### config.mk
export PLATFORM = sky130hd
export DESIGN_NAME = sba_engine
export DESIGN_NICKNAME = d
export VERILOG_FILES = /design/src/rtl/sba_pkg.sv /design/src/rtl/sba_lanes.sv /design/src/rtl/sba_addr_step.sv /design/src/rtl/sba_engine.sv
export SDC_FILE = /design/constraint.sdc
export NUM_CORES = 1
export LEC_CHECK = 0
export CAP_MARGIN = 20
export CORE_AREA = 2 2 97 99
export CTS_CLUSTER_DIAMETER = 40
export DETAILED_ROUTE_END_ITERATION = 10
export DIE_AREA = 0 0 99 101
export GPL_ROUTABILITY_DRIVEN = 0
export MAX_ROUTING_LAYER = met4
export PLACE_DENSITY = 0.79
export SLEW_MARGIN = 5
export SYNTH_ARGS = -nofsm -noshare
export SYNTH_HDL_FRONTEND = slang
export SYNTH_SLANG_ARGS = --single-unit
### constraint.sdc
create_clock -name clk_i -period 9.9 [get_ports clk_i]
set_input_delay 1.98 -clock clk_i [delete_from_list [all_inputs] [get_ports clk_i]]
set_output_delay 1.98 -clock clk_i [all_outputs]
set_load 0.005 [all_outputs]
### src/rtl/sba_pkg.sv
package sba_pkg;

  typedef enum logic [2:0] {
    ST_IDLE    = 3'd0,
    ST_RD      = 3'd1,
    ST_WR      = 3'd2,
    ST_RD_WAIT = 3'd3,
    ST_WR_WAIT = 3'd4
  } sba_state_e;

  localparam logic [2:0] ERR_NONE  = 3'd0;
  localparam logic [2:0] ERR_ALIGN = 3'd2;
  localparam logic [2:0] ERR_BUS   = 3'd3;
  localparam logic [2:0] ERR_SIZE  = 3'd4;
  localparam logic [2:0] ERR_OTHER = 3'd7;

endpackage

### src/rtl/sba_lanes.sv
module sba_lanes #(
  parameter int DW = 32,
  localparam int BW = DW / 8,
  localparam int IW = $clog2(BW)
) (
  input  logic [IW-1:0] addr_lo_i,
  input  logic [2:0]    size_i,
  input  logic [DW-1:0] wdata_i,
  input  logic [DW-1:0] bus_rdata_i,
  output logic [BW-1:0] be_o,
  output logic [DW-1:0] bus_wdata_o,
  output logic [DW-1:0] rdata_o
);

  logic [31:0]   span;
  logic [31:0]   off;
  logic [IW+2:0] bit_shift;
  logic [DW-1:0] rd_shifted;

  assign span       = 32'd1 << size_i;
  assign off        = 32'(addr_lo_i);
  assign bit_shift  = {addr_lo_i, 3'b000};
  assign bus_wdata_o = wdata_i << bit_shift;
  assign rd_shifted  = bus_rdata_i >> bit_shift;

  for (genvar g = 0; g < BW; g++) begin : g_lane
    assign be_o[g] = (32'(g) >= off) && (32'(g) < off + span);
    assign rdata_o[8*g +: 8] = (32'(g) < span) ? rd_shifted[8*g +: 8] : 8'h00;
  end

endmodule

### src/rtl/sba_addr_step.sv
module sba_addr_step #(
  parameter int AW = 32
) (
  input  logic [AW-1:0] addr_i,
  input  logic [2:0]    size_i,
  input  logic          en_i,
  output logic [AW-1:0] next_o
);

  logic [AW-1:0] step;

  assign step   = en_i ? (AW'(1) << size_i) : '0;
  assign next_o = addr_i + step;

endmodule

### src/rtl/sba_engine.sv
module sba_engine
  import sba_pkg::*;
#(
  parameter int AW = 32,
  parameter int DW = 32,
  localparam int BW = DW / 8,
  localparam int IW = $clog2(BW)
) (
  input  logic          clk_i,
  input  logic          rst_ni,
  input  logic [AW-1:0] addr_i,
  input  logic [DW-1:0] data_i,
  input  logic          addr_wr_i,
  input  logic          data_wr_i,
  input  logic          data_rd_i,
  input  logic          rd_on_addr_i,
  input  logic          rd_on_data_i,
  input  logic          auto_inc_i,
  input  logic [2:0]    size_i,
  input  logic          err_clr_i,
  output logic          busy_o,
  output logic [DW-1:0] rdata_o,
  output logic          rdata_vld_o,
  output logic [AW-1:0] next_addr_o,
  output logic          addr_upd_o,
  output logic [2:0]    err_o,
  output logic          req_o,
  output logic          we_o,
  output logic [AW-1:0] baddr_o,
  output logic [DW-1:0] wdata_o,
  output logic [BW-1:0] be_o,
  input  logic          gnt_i,
  input  logic          rvalid_i,
  input  logic [DW-1:0] rdata_i,
  input  logic          berr_i,
  input  logic          oerr_i
);

  sba_state_e    state_q, state_d;
  logic [2:0]    err_q, err_d;
  logic [2:0]    fault_code;
  logic          fault;
  logic          active;
  logic          waiting;
  logic          size_bad;
  logic          misalign;
  logic [AW-1:0] low_mask;

  sba_lanes #(.DW(DW)) u_lanes (
    .addr_lo_i   (addr_i[IW-1:0]),
    .size_i      (size_i),
    .wdata_i     (data_i),
    .bus_rdata_i (rdata_i),
    .be_o        (be_o),
    .bus_wdata_o (wdata_o),
    .rdata_o     (rdata_o)
  );

  sba_addr_step #(.AW(AW)) u_step (
    .addr_i (addr_i),
    .size_i (size_i),
    .en_i   (auto_inc_i),
    .next_o (next_addr_o)
  );

  // checks on the access shape, valid in every non-idle cycle
  assign active   = (state_q != ST_IDLE);
  assign waiting  = (state_q == ST_RD_WAIT) || (state_q == ST_WR_WAIT);
  assign size_bad = (32'(size_i) > 32'(IW));
  assign low_mask = ~({AW{1'b1}} << size_i);
  assign misalign = |(addr_i & low_mask);

  always_comb begin
    fault_code = ERR_NONE;
    if (active && size_bad) begin
      fault_code = ERR_SIZE;
    end else if (active && misalign) begin
      fault_code = ERR_ALIGN;
    end else if (waiting && rvalid_i) begin
      if (oerr_i)      fault_code = ERR_OTHER;
      else if (berr_i) fault_code = ERR_BUS;
    end
  end
  assign fault = (fault_code != ERR_NONE);

  // next-state
  always_comb begin
    state_d = state_q;
    unique case (state_q)
      ST_IDLE: begin
        if (addr_wr_i && rd_on_addr_i)      state_d = ST_RD;
        else if (data_wr_i)                 state_d = ST_WR;
        else if (data_rd_i && rd_on_data_i) state_d = ST_RD;
      end
      ST_RD:      if (gnt_i)    state_d = ST_RD_WAIT;
      ST_WR:      if (gnt_i)    state_d = ST_WR_WAIT;
      ST_RD_WAIT: if (rvalid_i) state_d = ST_IDLE;
      ST_WR_WAIT: if (rvalid_i) state_d = ST_IDLE;
      default:                  state_d = ST_IDLE;
    endcase
    if (fault) state_d = ST_IDLE;
  end

  // sticky error: first code kept, a new fault beats a clear
  always_comb begin
    err_d = err_q;
    if (fault && ((err_q == ERR_NONE) || err_clr_i)) err_d = fault_code;
    else if (err_clr_i)                              err_d = ERR_NONE;
  end

  always_ff @(posedge clk_i or negedge rst_ni) begin
    if (!rst_ni) begin
      state_q <= ST_IDLE;
      err_q   <= ERR_NONE;
    end else begin
      state_q <= state_d;
      err_q   <= err_d;
    end
  end

  assign busy_o      = active;
  assign err_o       = err_q;
  assign req_o       = ((state_q == ST_RD) || (state_q == ST_WR)) && !fault;
  assign we_o        = (state_q == ST_WR) || (state_q == ST_WR_WAIT);
  assign baddr_o     = addr_i;
  assign rdata_vld_o = (state_q == ST_RD_WAIT) && rvalid_i && !fault;
  assign addr_upd_o  = waiting && rvalid_i && !fault;

  // request held until granted unless aborted
  assert_req_hold_R5: assert property (@(posedge clk_i) disable iff (!rst_ni)
    (req_o && !gnt_i) |=> (req_o || fault));

  // grant moves to the response wait with request dropped
  assert_grant_wait_R5: assert property (@(posedge clk_i) disable iff (!rst_ni)
    (req_o && gnt_i) |=> (busy_o && !req_o));

  // read data returned ends the transaction
  assert_rvld_done_R6: assert property (@(posedge clk_i) disable iff (!rst_ni)
    rdata_vld_o |=> !busy_o);

  // enabled lane count equals the access width
  assert_be_count_R7: assert property (@(posedge clk_i) disable iff (!rst_ni)
    req_o |-> ($countones(be_o) == (32'd1 << size_i)));

  // illegal size aborts and leaves an error recorded
  assert_size_abort_R8: assert property (@(posedge clk_i) disable iff (!rst_ni)
    (busy_o && size_bad) |=> (!busy_o && (err_o != ERR_NONE)));

  // misalignment aborts
  assert_align_abort_R9: assert property (@(posedge clk_i) disable iff (!rst_ni)
    (busy_o && !size_bad && misalign) |=> !busy_o);

  // stored code holds until cleared
  assert_sticky_R12: assert property (@(posedge clk_i) disable iff (!rst_ni)
    ((err_o != ERR_NONE) && !err_clr_i) |=> $stable(err_o));

endmodule

-- After elaboration in Yosys (flattened, before gate mapping)
Index checks and enable logic that the tools add are counted.
- equal/unequal tests: 8
- shifts and indexed selects: 4
- add/sub/neg operators: 2
- mux-type cells: 20
- bitwise operators: 2
- reductions and logical operators: 27
- magnitude comparators: 13
- operators by type and width (operator ; count):
    1-bit by 32-bit < comparator with 1-bit output, first input constant ; 4
    2-bit by 32-bit < comparator with 1-bit output, first input constant ; 4
    3-bit two-way mux ; 13
    2-bit by 32-bit adder with 32-bit output ; 1
    32-bit adder ; 1
    32-bit AND ; 1
    32-bit two-way mux ; 1
    8-bit two-way mux ; 4
    32-bit NOT ; 1
    32-bit OR reduction ; 1
    1-bit by 3-bit left shift with 32-bit output, first input constant ; 1
    32-bit by 3-bit left shift with 32-bit output, first input constant ; 1
    32-bit by 5-bit left shift with 32-bit output ; 1
    32-bit by 5-bit right shift with 32-bit output ; 1
    1-bit logical AND ; 14
    3-bit one-hot mux with 4 select lines ; 1
    3-bit by 2-bit equality test with 1-bit output, second input constant ; 2
    3-bit zero test ; 2
    3-bit inequality test, second input constant ; 2
    3-bit nonzero test ; 2
    5-bit inequality test, second input constant ; 1
    1-bit by 2-bit >= comparator with 1-bit output, first input constant ; 2
    2-bit >= comparator, first input constant ; 2
    1-bit logical OR ; 4
    other kinds (9) ; 9
- logic and storage cells: 78
- input bits: 112
- bits in registers: 6
- output and inout port bits: 140

-- Longest topological paths before layout
Gate-level depths: netlist of run 1.
- depth in word-level cells: 10
- mapped depth: 12
- depth with buffers taken out: 10

-- Cells and area by module
From an unflattened synthesis of run 1, not the netlist that was laid out.
- cell total of the unflattened synthesis: 416
- area, all modules: 2925.3 µm²
- modules (own cells, without submodules) (module ; seq. area each (µm²) ; cells each ; instances ; area an instance (µm²)):
    sba_lanes ; 0.0 ; 189 ; 1 ; 1238.7
    sba_addr_step ; 0.0 ; 127 ; 1 ; 892.1
    sba_engine ; 150.1 ; 100 ; 1 ; 794.5

-- Least setup slack after synthesis of run 1
No wires, ideal clock.
- kind: input-to-output
- start: input port size_i[2]
- end: output port next_addr_o[18]
- stages on the path: 12
- required time: 7.920 ns
- buffers on the path: 2
- path slack: 3.768 ns
- arrival time: 4.152 ns
- path through: clkbuf_1 > nor3_1 > and2_1 > ha_1 > inv_1 > fa_1 > nor2b_1 > o211a_1 > o32a_1 > clkbuf_1 > nand3_1 > xnor2_1
- word-level cells in the longest chain between the ends: 3
- RTL lines (element ; line ; RTL):
    start: declaration ; sba_engine.sv:19 ; input logic [2:0] size_i,
    1-bit by 3-bit left shift with 32-bit output ; sba_addr_step.sv:12 ; assign step = en_i ? (AW'(1) << size_i) : '0;
    32-bit two-way mux ; sba_addr_step.sv:12 ;
    32-bit adder ; sba_addr_step.sv:13 ; assign next_o = addr_i + step;
    end: declaration ; sba_engine.sv:24 ; output logic [AW-1:0] next_addr_o,
Every way passes these cells.

-- Final worst setup path of run 1
- start: input port size_i[1]
- end: output port next_addr_o[25]
The elaborated chain is that of the path after synthesis.

==> results of run 1 <==
==> through the flow <==
step	setup WS, ps	power, uW
final	2226	363.9
after global routing	1909	395.1
after CTS	2134	366.5
after detailed placement	2157	328.7
after global placement	2340	323.7
after floorplan	3768	169.7
==> state kept, by name, summed over array words and instances (netlist names) <==
signal and cells:
err_o 3, state_q 3
==> final timing paths <==
check / endpoint / slack (ps) / cells after the start
max in group asynchronous: state_q[0] / 7670 / 1
min in group asynchronous: err_o[0] / 2010 / 1
max: next_addr_o[25] / 2230 / 11
min reg2reg: err_o[0] / 560 / 2
min: err_o[0] / 560 / 2
max reg2reg: state_q[0] / 8150 / 4
==> cell usage after synthesis, types with 2 or more instances <==
library cell	n
a21boi_0	2
nor2b_1	17
or3_1	2
nor2_1	63
xnor2_1	18
nor3_1	14
xor2_1	12
buf_4	32
o211ai_1	2
clkbuf_1	22
buf_2	2
nor4_1	6
nand4_1	5
ha_1	11
o21ai_0	17
buf_1	2
dfrtp_1	6
mux2i_1	34
nand2b_1	6
o22ai_1	3
nand2_1	29
o21a_1	2
nand3_1	9
a21oi_1	37
inv_1	19
or2_2	2
fa_1	2
a211oi_1	20
and2_1	18
a21o_1	4
==> cells in the final DEF (no fill, tap or decap), drive strengths merged, types with 3 or more instances in the layout <==
| master | Yosys | layout |
|---|---|---|
| clkbuf | 22 | 3 |
| nor2b | 17 | 17 |
| a21o | 4 | 4 |
| and2 | 18 | 18 |
| ha | 11 | 11 |
| nor4 | 6 | 6 |
| a211oi | 20 | 20 |
| inv | 19 | 19 |
| o22ai | 3 | 3 |
| or2 | 3 | 3 |
| o21ai | 18 | 18 |
| nor2 | 63 | 63 |
| buf | 37 | 6 |
| nand2b | 6 | 6 |
| xnor2 | 18 | 18 |
| dfrtp | 6 | 6 |
| nand4 | 6 | 6 |
| nor3 | 15 | 15 |
| nand3 | 9 | 9 |
| a21oi | 37 | 37 |
| nand2 | 29 | 29 |
| mux2i | 34 | 34 |
| clkdlybuf4s50 | 0 | 249 |
| xor2 | 12 | 12 |
==> final cells by class <==
cell class	count	area, sq um
Multi-Input combinational cell	355	2283
Timing Repair Buffer	255	2536
Tap cell	111	138.9
Sequential cell	6	150.1
Inverter	19	71.32
Clock buffer	3	41.29
Fill cell	819	3756
==> worst max-delay path, delay by kind of cell <==
family          cells  cell delay, ps
fa+ha+maj           1             240
compound gates      3            1310
simple gates        3             780
buf+inv             3            1200
xor+xnor            1             180
==> cell families (layout without fill, tap and decap cells) <==
family	after synthesis	count (layout)	synth area share, %
buffers and inverters	78	277	14.81
adder cells (fa/ha/maj)	13	13	6.220
AND/OR/NAND/NOR	181	181	31.63
flip-flops	6	6	5.256
AO/OA/AOI/OAI	97	97	20.98
XOR/XNOR	30	30	9.198
multiplexers	34	34	11.91
==> per-layer routing <==
metal	vias to the layer above	GRT usage (%)
met4	0	6.639
met3	16	2.843
met1	1749	25.36
li1	1898	-
met5	-	-
met2	183	42.41
==> power groups by stage <==
| stage | clock [uW] | sequential, uW | combinational [uW] |
|---|---|---|---|
| after floorplan | 0 | 37.9 | 132 |
| after CTS | 36.2 | 47.6 | 283 |
| final | 35.1 | 47.6 | 281 |
| after global routing | 38.0 | 49.6 | 307 |
| after global placement | 0 | 46.8 | 277 |
| after detailed placement | 0 | 47.9 | 281 |
==> impl_metrics.ini, run 1 <==
[run_status]
outcome = finished, final reports clean

[worst_setup_path]
reg2reg_from = state_q[0]
worstSetupPathType = input port to output pin
cp_data_arrival_time_ps = 5690
crit_path_start_kind = input port
crit_path_start = size_i[1]
cp_max_fo = 14
crit_chain = clkdlybuf4s50_1 -> nand2b_1 -> or2_2 -> inv_1 -> ha_1 -> a211oi_1 -> o211ai_1 -> a21oi_1 -> nor4_1 -> xnor2_1 -> clkdlybuf4s50_1
critPathMostFrequentCell = clkdlybuf4s50_1
max_stage_delay_ps = 820
cp-end-kind = output pin
required_ps = 7920
slowest_stage = a21oi_1

[power_and_ir_drop]
worst_ir_drop_vdd_v = 0.00006477
swShare_pct = 38.48
p_leak_uw = 0.002072
netSwitchingPower_uw = 140.0
p_comb_share_pct = 77.3
p_int_uw = 223.9
clkPwrFrac_pct = 9.7
powerDensity_nw_per_um2 = 69.70
seqPwrFrac_pct = 13.1

[logic_synthesis]
synthDistinctLibCells = 51
syn_inst = 439
netlist_area_sq_um = 2856
synthFlopType = dfrtp_1
ys_top_cells_by_area = mux2i_1 (12%), buf_4 (8.4%), nor2_1 (8.3%)
avgSynthCellArea_sq_um = 6.507
synth.largest_area_cell = mux2i_1
syn_nets = 564
ys_ff_latch = 6
synth_warnings = 0
yosysTopAreaCellShare_pct = 11.91
synth-seq-area-share_pct = 5.256
synth-edff-count = 0
async_reset_ff_share_pct = 100.0

[clock_network]
post_cts_resized = 0
hold_buffers = 0
cts.sinks = 6
ctsLongestPathBuffers = 2
cts_tree = done
root_buffer = clkbuf_8
cts.clk_slew.worst_paths_ps = 40
clock_latency_ps = 220
cts_buffers = 3
postCtsSetupBuffers = 0
htree_levels = 1

[routing]
ant_nets = 0
wl_met3_um = 769
met1_length_mm = 4.706
wl_met2_mm = 6.101
routed_wl_mm = 11.84
highest_layer = met4
route.vias.total = 3846
route.detailed.drc = 0
drt_iter0_drc = 104
drt-pass1-iter-count = 5
routed_via_density = 5.135
post_drt_wl_per_cell_um = 15.81

[global_routing]
grt_pass1_wl_mm = 18.17
antenna_found_initial = 0
gr-total-overflow = 0
grtUsageTotal_pct = 22.77
grt_pass1_vias = 3772
grt_start_max_net_pins = 72

[floorplan]
rows = 35
ioPinCount = 252
die-area_sq_um = 9999
start_util_pct = 31.82
coreArea_sq_um = 8977
die_y_um = 101
die_w_um = 99

[sta]
timing.final.crit_share_pct = 77.51
finalSetupViolations = 0
tns_ps = 0
relSlewSlack_pct = 32.66
rsz0062_at_grt = no
hold_viol_final = 0
worst_slew_pin_slew_ps = 1010
max_freq_mhz = 130.3
skew_ps = 3.631
fin_crit_ps = 7674
slew_viol_final = 0
hold_ws_ps = 558.2

[place]
numPortBuffers = 251
dp_cells = 746
placed_area_sq_um = 5180
dp.final_hpwl_mm = 9.839

[final_layout]
finish.utilization_pct = 58.16
fin_nets = 765
area_growth_pct = 82.79
finalNonFillerCells = 749
fin_area_sq_um = 5221
drive_above_1_share_pct = 2.351
diodes = 0

[min_path]
hold_class = flip-flop to flip-flop
holdCritStartpoint = err_o[0]

[job]
cap_violations = 0
No activity file was read; power rests on OpenSTA's default activity.
==> run 2: changes to the inputs <==
--- a/config.mk
+++ b/config.mk
@@ -6,13 +6,13 @@
 export NUM_CORES = 1
 export LEC_CHECK = 0
 export CAP_MARGIN = 20
-export CORE_AREA = 2 2 97 99
+export CORE_MARGIN = 1
+export CORE_UTILIZATION = 29
 export CTS_CLUSTER_DIAMETER = 40
 export DETAILED_ROUTE_END_ITERATION = 10
-export DIE_AREA = 0 0 99 101
 export GPL_ROUTABILITY_DRIVEN = 0
 export MAX_ROUTING_LAYER = met4
-export PLACE_DENSITY = 0.79
+export PLACE_DENSITY = 0.75
 export SLEW_MARGIN = 5
 export SYNTH_ARGS = -nofsm -noshare
 export SYNTH_HDL_FRONTEND = slang
==> constraint.sdc (replaced) <==
create_clock -name clk_i -period 6.2 [get_ports clk_i]
set_input_delay 1.24 -clock clk_i [delete_from_list [all_inputs] [get_ports clk_i]]
set_output_delay 1.24 -clock clk_i [all_outputs]
set_load 0.005 [all_outputs]
==> run 2 against run 1 <==
Clock power is 61% higher. Via count is 1.2% lower. Routed wire length fell by 0.50%. Die area increased by 2.5%. Global-route usage down 0.31 points. Hold slack better by 2.5 ps. Count of clock-buffer cells in the layout did not move. Flip-flop and latch count unchanged. Critical path depth fell by 1. Sequential power up 58%. Final cell count grew 2.7%. Clock skew down 3.0 ps. Critical endpoint is now next_addr_o[20]. Largest cell class unchanged.
==> impl_metrics.ini, run 2 (synthesis results as in run 1) <==
[worst_setup_path]
cp_max_fo = 14
worstSetupPathType = input port to output pin
cp.depth = 10
rr_worst_depth = 4
crit_family = buffers and inverters
crit_chain = clkdlybuf4s50_1 -> nand2b_1 -> or2_2 -> fa_1 -> nor2b_1 -> o211a_1 -> o32a_1 -> nand4_1 -> xnor2_1 -> clkdlybuf4s50_1
crit_path_start_kind = input port
required_ps = 4960
cp-end-kind = output pin
critPathMostFrequentCell = clkdlybuf4s50_1
cp_data_arrival_time_ps = 4620
max_stage_delay_ps = 660
slowest_stage = clkdlybuf4s50_1
critical_path_buf_inv_count = 2

[clock_network]
hold_buffers = 0
clock_latency_ps = 220
cts.clk_slew.worst_paths_ps = 30
postCtsSetupBuffers = 0
cts.sinks = 6
ctsLongestPathBuffers = 2
post_cts_resized = 0
htree_levels = 1
root_buffer = clkbuf_8
cts_buffers = 3
cts_tree = done

[global_routing]
grt_pass1_vias = 3665
grt_pass1_wl_mm = 17.80
globalRoute.busiestLayer = met2
grtUsageTotal_pct = 22.46
grt_use_met2_pct = 43.64
gr-total-overflow = 0
grt_start_max_net_pins = 69
antenna_found_initial = 0
grt_use_met3_pct = 2.484
grtUsageMet1_pct = 23.91

[sta]
finalSetupViolations = 0
timing.final.crit_share_pct = 94.59
tns_ps = 0
hold_viol_final = 0
rsz0062_at_grt = no
hold_ws_ps = 560.7
max_freq_mhz = 170.5
fin_crit_ps = 5864
worst_slew_pin_slew_ps = 847.8
timing.final.ws_setup_ps = 335.6
slew_viol_final = 0
skew_ps = 0.6478
relSlewSlack_pct = 43.48

[routing]
drt_iter0_drc = 70
drt-pass1-iter-count = 4
routed_wl_mm = 11.78
route.vias.total = 3799
route.detailed.drc = 0
ant_nets = 0
post_drt_wl_per_cell_um = 15.32
routed_via_density = 4.940

[power_and_ir_drop]
powerDensity_nw_per_um2 = 110.9
p_leak_uw = 0.002080
worst_ir_drop_vdd_v = 0.00009887

[floorplan]
rows = 35
start_util_pct = 30.48
die-area_sq_um = 10250
die_w_um = 101.2
ioPinCount = 252
die_y_um = 101.2
coreArea_sq_um = 9371

[place]
pre_cts_ws_ps = 330.6
dp.final_hpwl_mm = 9.899
numPortBuffers = 251
dp_cells = 766

[final_layout]
fin_nets = 767
area_growth_pct = 84.14
final_cell_mix = clkdlybuf4s50_1 (249), nor2_1 (63), a21oi_1 (37)
diodes = 0
drive_above_1_share_pct = 2.813
nFillCells = 910
final_common_cell = clkdlybuf4s50_1
finalNonFillerCells = 769

[min_path]
hold_class = flip-flop to flip-flop
hold_depth = 2

[job]
cap_violations = 0

[run_status]
outcome = finished, final reports clean
run 2: cell types whose count changed in the layout (fill, tap and decap cells not counted):
cell	change
nor3_1	-1
buf_4	+3
buf_6	-1
nor3_2	+1
run 2: power by group:
part | switching, uW | internal (uW) | total [uW]
registers | 22.4 | 52.6 | 75.1
clock network | 15.1 | 41.6 | 56.6
logic | 187 | 264 | 451
run 2: metal layers:
layer / share of wire (%) / wire length [um]
met1: 39 / 4588
met5: 0 / 0
met2: 53 / 6302
met3: 5.4 / 636
met4: 2.1 / 252
run 2: worst register-to-register path: cells and delay by family (launching register included):
kind / cells / cell delay, ps
AO/OA/AOI/OAI: 3 / 920
flip-flops: 1 / 500
AND/OR/NAND/NOR: 1 / 240
run 2: cell type report:
cell class	count	area [sq um]	area share (%)
Sequential cell	6	150.1	2.854
Inverter	19	71.32	1.356
Timing Repair Buffer	257	2547	48.43
Clock buffer	3	41.29	0.7850
Multi-Input combinational cell	355	2288	43.51
Tap cell	129	161.4	3.069
run 2: metrics by stage:
stage / util, % / instance area [sq um] / power, uW
after detailed placement: 55.69 / 5219 / 528.3
after floorplan: - / 2856 / 270.9
after global placement: 55.69 / 5219 / 521.2
after CTS: 56.13 / 5260 / 589.7
final: 56.13 / 5260 / 583.2
after global routing: 56.13 / 5260 / 634.3
run 2: final timing paths:
path,startpoint,end,slack [ps]
min in group asynchronous,rst_ni,err_o[1],1250
hold / removal,err_o[2],err_o[2],560
hold reg to reg,err_o[2],err_o[2],560
setup / recovery,size_i[1],next_addr_o[20],340
max in group asynchronous,rst_ni,state_q[1],4740
setup reg to reg,state_q[0],state_q[0],4440
